===== src/rtl/uart_guard_pkg.sv =====
package uart_guard_pkg;
  localparam int NUM_SLOTS = 4;
  // slot order used by the decoder hit vector
  localparam int SLOT_IIR = 0;
  localparam int SLOT_LCR = 1;
  localparam int SLOT_SCR = 2;
  localparam int SLOT_USR = 3;
  // register index of each slot (byte address = index << 2)
  localparam int SLOT_INDEX [NUM_SLOTS] = '{2, 3, 7, 31};
  localparam logic [7:0] IIR_NONE = 8'h01;
  localparam logic [7:0] IIR_BUSY = 8'h07;
endpackage


===== src/rtl/ug_addr_decode.sv =====
module ug_addr_decode
  import uart_guard_pkg::*;
#(
  parameter int ADDR_W = 8
) (
  input  logic [ADDR_W-1:0]    addr,
  output logic [NUM_SLOTS-1:0] hit
);
  localparam int IDX_W = ADDR_W - 2;

  for (genvar s = 0; s < NUM_SLOTS; s++) begin : g_slot
    assign hit[s] = (addr[ADDR_W-1:2] == IDX_W'(SLOT_INDEX[s]));
  end
endmodule


===== src/rtl/ug_lcr_guard.sv =====
module ug_lcr_guard #(
  parameter int REG_W = 8
) (
  input  logic             clk,
  input  logic             rst_n,
  input  logic             wr_en,
  input  logic             busy,
  input  logic [REG_W-1:0] wdata,
  output logic [REG_W-1:0] lcr,
  output logic             blocked
);
  assign blocked = wr_en & busy;

  always_ff @(posedge clk or negedge rst_n) begin
    if (!rst_n)             lcr <= '0;
    else if (wr_en && !busy) lcr <= wdata;
  end
endmodule


===== src/rtl/ug_busy_irq.sv =====
module ug_busy_irq (
  input  logic clk,
  input  logic rst_n,
  input  logic blocked,
  input  logic clr_rd,
  output logic evt_q,
  output logic pend_q,
  output logic pending
);
  always_ff @(posedge clk or negedge rst_n) begin
    if (!rst_n) begin
      evt_q  <= 1'b0;
      pend_q <= 1'b0;
    end else begin
      evt_q  <= blocked;
      // a landing event outranks a clearing read
      pend_q <= evt_q | (pend_q & ~clr_rd);
    end
  end

  assign pending = evt_q | pend_q;
endmodule


===== src/rtl/uart_busy_guard.sv =====
module uart_busy_guard
  import uart_guard_pkg::*;
#(
  parameter int ADDR_W = 8,
  parameter int DATA_W = 32,
  parameter int REG_W  = 8
) (
  input  logic              clk,
  input  logic              rst_n,
  input  logic              psel,
  input  logic              penable,
  input  logic              pwrite,
  input  logic [ADDR_W-1:0] paddr,
  input  logic [DATA_W-1:0] pwdata,
  output logic [DATA_W-1:0] prdata,
  input  logic              busy_i,
  output logic              irq_o
);
  logic                 xfer;
  logic [NUM_SLOTS-1:0] hit;
  logic [REG_W-1:0]     lcr_q, scr_q, rd_byte;
  logic                 blocked, evt_q, pend_q;

  assign xfer = psel & penable;

  ug_addr_decode #(.ADDR_W(ADDR_W)) u_dec (
    .addr (paddr),
    .hit  (hit)
  );

  ug_lcr_guard #(.REG_W(REG_W)) u_lcr (
    .clk     (clk),
    .rst_n   (rst_n),
    .wr_en   (xfer & pwrite & hit[SLOT_LCR]),
    .busy    (busy_i),
    .wdata   (pwdata[REG_W-1:0]),
    .lcr     (lcr_q),
    .blocked (blocked)
  );

  ug_busy_irq u_irq (
    .clk     (clk),
    .rst_n   (rst_n),
    .blocked (blocked),
    .clr_rd  (xfer & ~pwrite & hit[SLOT_USR]),
    .evt_q   (evt_q),
    .pend_q  (pend_q),
    .pending (irq_o)
  );

  always_ff @(posedge clk or negedge rst_n) begin
    if (!rst_n)                               scr_q <= '0;
    else if (xfer && pwrite && hit[SLOT_SCR]) scr_q <= pwdata[REG_W-1:0];
  end

  always_comb begin
    rd_byte = '0;
    if (hit[SLOT_IIR])      rd_byte = irq_o ? REG_W'(IIR_BUSY) : REG_W'(IIR_NONE);
    else if (hit[SLOT_LCR]) rd_byte = lcr_q;
    else if (hit[SLOT_SCR]) rd_byte = scr_q;
    else if (hit[SLOT_USR]) rd_byte = REG_W'(busy_i);
    prdata = (xfer && !pwrite) ? DATA_W'(rd_byte) : '0;
  end
endmodule


===== config.mk =====
export PLATFORM = sky130hd
export DESIGN_NAME = uart_busy_guard
export DESIGN_NICKNAME = d
export VERILOG_FILES = /design/src/rtl/uart_guard_pkg.sv /design/src/rtl/ug_addr_decode.sv /design/src/rtl/ug_lcr_guard.sv /design/src/rtl/ug_busy_irq.sv /design/src/rtl/uart_busy_guard.sv
export SDC_FILE = /design/constraint.sdc
export NUM_CORES = 1
export LEC_CHECK = 0
export CORE_MARGIN = 5
export CORE_UTILIZATION = 32
export DETAILED_ROUTE_END_ITERATION = 10
export PLACE_DENSITY = 0.85
export SYNTH_ARGS = -nofsm -noshare
export SYNTH_HDL_FRONTEND = slang
export SYNTH_SLANG_ARGS = --single-unit

===== constraint.sdc =====
create_clock -name clk -period 1.7 [get_ports clk]
set_clock_uncertainty 0.2 [all_clocks]
set_input_delay 0.425 -clock clk [delete_from_list [all_inputs] [get_ports clk]]
set_output_delay 0.425 -clock clk [all_outputs]
set_load 0.02 [all_outputs]

==> reports/results.tsv <==
metric	value	unit
post-route ant nets	0	
GRT Util Overall	13.38	%
post-DP HPWL	2034	um
area share of xor/xnor cells in the synthesized design	0	%
DRC violations left	0	
Syn Area/Cell	10.79	sq um
yosys warns	0	
RSZ-0062 raised after global routing	true	
pre-CTS setup slack	-1237	ps
Clk pin slew, worst setup/hold paths	110	ps
max-slew violations	0	
CTS Buf Count	3	
H-Tree Depth	1	
final setup margin	-404.7	ps
Final Setup Violations	17	
post-synthesis mux area share	18.38	%
Root Driver	clkbuf_4	
most frequent cells in the layout	conb_1 (24), dfrtp_1 (18), buf_6 (17), buf_4 (16), clkdlybuf4s50_1 (9)	
Primary FF master, synth	dfrtp_1	
Initial DRC Count	15	
via/cell ratio	4.657	
pin count of the biggest net entering global routing	19	
Final GP Congestion	0.7299	
main combinational cell family by area after synthesis	multiplexers	
endpoint class of the critical path	output pin	
layout cell share with drive strength beyond 1	57.59	%
Simple-Gate Fraction of Synth Area	15.86	%
DIE WIDTH	69.78	um
Vias	950	
core area	0.003390	sq mm
Fin. Hold Viols	0	
Die Area	0.004869	sq mm
Lkg Pwr	0.0008071	uW
Wirelength per Cell	15.52	um
Synth Cell Area	0.001144	sq mm
final net count	205	
Clock Sinks	18	
Synth-to-Final Area Change	62.14	%
I/O Buffers	28	
CP startpoint kind	flop	
status	complete, but fails checks	
register area share after synthesis	39.39	%
vias in the first global route	1051	
most common cell after layout, fill and taps aside	conb_1	
Top Ports	79	
Rows	21	
Cell variety after synth	31	
Critical Path AT	1480	ps
fin crit period	2105	ps
Placed Area	0.001609	sq mm
ANT cells	0	
Fmax	475.1	MHz
height of the chip	69.78	um
critical path required time	1070	ps
HP Class	in2async	
total congestion overflow	0	
CTS tree	done	
initial core utilization	33.74	%
first-pass detailed-route iteration total	4	
design area	0.001854	sq mm
Post-synth EDFFs	0	
critical path type	reg2out	
failing checks	setup timing	
maxcap violations	0	
Tcrit/Tclk final	123.8	%
Mapped Cells	106	
CTS max path bufs	2	
pwr dens	516.1	mW/mm^2
filler cell count	291	
global-route wire length before repair	5230	um
Synth Area in Adders	0	%
Post-synth ARST share	100.0	%
Peak VDD IR	0.2420	mV
#FFs+latches synth	18	
initial antenna violation count	0	
crit path max fanout	2	
WL final	3167	um
post-synthesis compound-gate area fraction	7.768	%
worst skew pair latency	300	ps
[cell families after synthesis]
family          Yosys count
compound gates           14
flops                    18
simple gates             28
other cells               1
mux                      16
buf+inv                  29
[sequential cells by signal, indices dropped and copies added, names as in the netlist]
register,cells
scr_q,8
u_lcr.lcr,8
u_irq.evt_q,1
u_irq.pend_q,1
[repair_timing]
item | in CTS | in global routing
setup buffers | 7 | 2
setup endpoints to repair | 25 | 25
gates cloned | 1 | 0
hold buffers | 0 | 0
hold endpoints to repair | 0 | 0
pin swaps | 18 | 6
gates resized for setup | 109 | 14
[metrics by stage]
stage	std cells	setup TNS [ps]	total power, uW	hold slack, ps	utilization [%]
2_1_floorplan	129	-1610	595.6	-70.59	-
3_3_place_gp	194	-21560	645.1	268.4	47.47
3_5_place_dp	194	-22120	648.2	287.3	47.47
4_1_cts	206	-4275	954.1	244.9	55.56
5_1_grt	204	-4217	990.0	278.7	54.71
6_report	204	-3580	957.0	239.3	54.71
[cell usage after synthesis, drive strengths merged, types with 2 or more instances]
cell / n / area, sq um
a21oi: 8 / 40.04
buf: 27 / 201.4
dfrtp: 18 / 450.4
mux2: 16 / 210.2
nand3: 14 / 75.07
o2111ai: 2 / 17.52
[report_power, final]
group	switching [uW]	internal, uW	leakage, uW
clock	151	131	0.0000210
sequential	13.0	443	0.000249
combinational	122	97.1	0.000537
total	286	671	0.000807
[routing by layer]
layer / share of wire (%) / global-route usage [%] / vias to the layer above
met4: 2.2 / 5.532 / 0
met1: 39 / 15.13 / 468
met5: 0 / 0 / -
li1: - / - / 436
met3: 6.0 / 3.188 / 9
met2: 52 / 23.82 / 37
[area by class of cell]
cell class	instances	area (sq um)	share of cell area, %
Tap cell	46	57.56	3.104
Timing Repair Buffer	53	513.0	27.67
Sequential cell	18	450.4	24.29
Clock buffer	4	36.28	1.957
Inverter	1	3.754	0.2024
Multi-Input combinational cell	82	793.3	42.78
[worst paths after layout]
| kind | from | end | slack (ps) | cells past startpoint |
|---|---|---|---|---|
| worst max-delay path | scr_q[0]$_DFFE_PN0P_ | prdata[0] | -400 | 4 |
| worst min-delay path | rst_n | u_lcr.lcr[5]$_DFFE_PN0P_ | 240 | 2 |
| worst max register to register | u_lcr.lcr[7]$_DFFE_PN0P_ | u_lcr.lcr[7]$_DFFE_PN0P_ | 580 | 2 |
| worst min register to register | u_irq.evt_q$_DFF_PN0_ | u_irq.pend_q$_DFF_PN0_ | 340 | 1 |
| max in group asynchronous | rst_n | scr_q[2]$_DFFE_PN0P_ | 870 | 2 |
| min in group clk | paddr[5] | u_irq.pend_q$_DFF_PN0_ | 280 | 4 |
[worst max-delay path: stages (launching register included)]
cell and delay (ps):
dfrtp_1 360, or3b_4 370, a21o_1 180, a21oi_4 130
buf_6 130
Power figures use the tool's default switching activity.
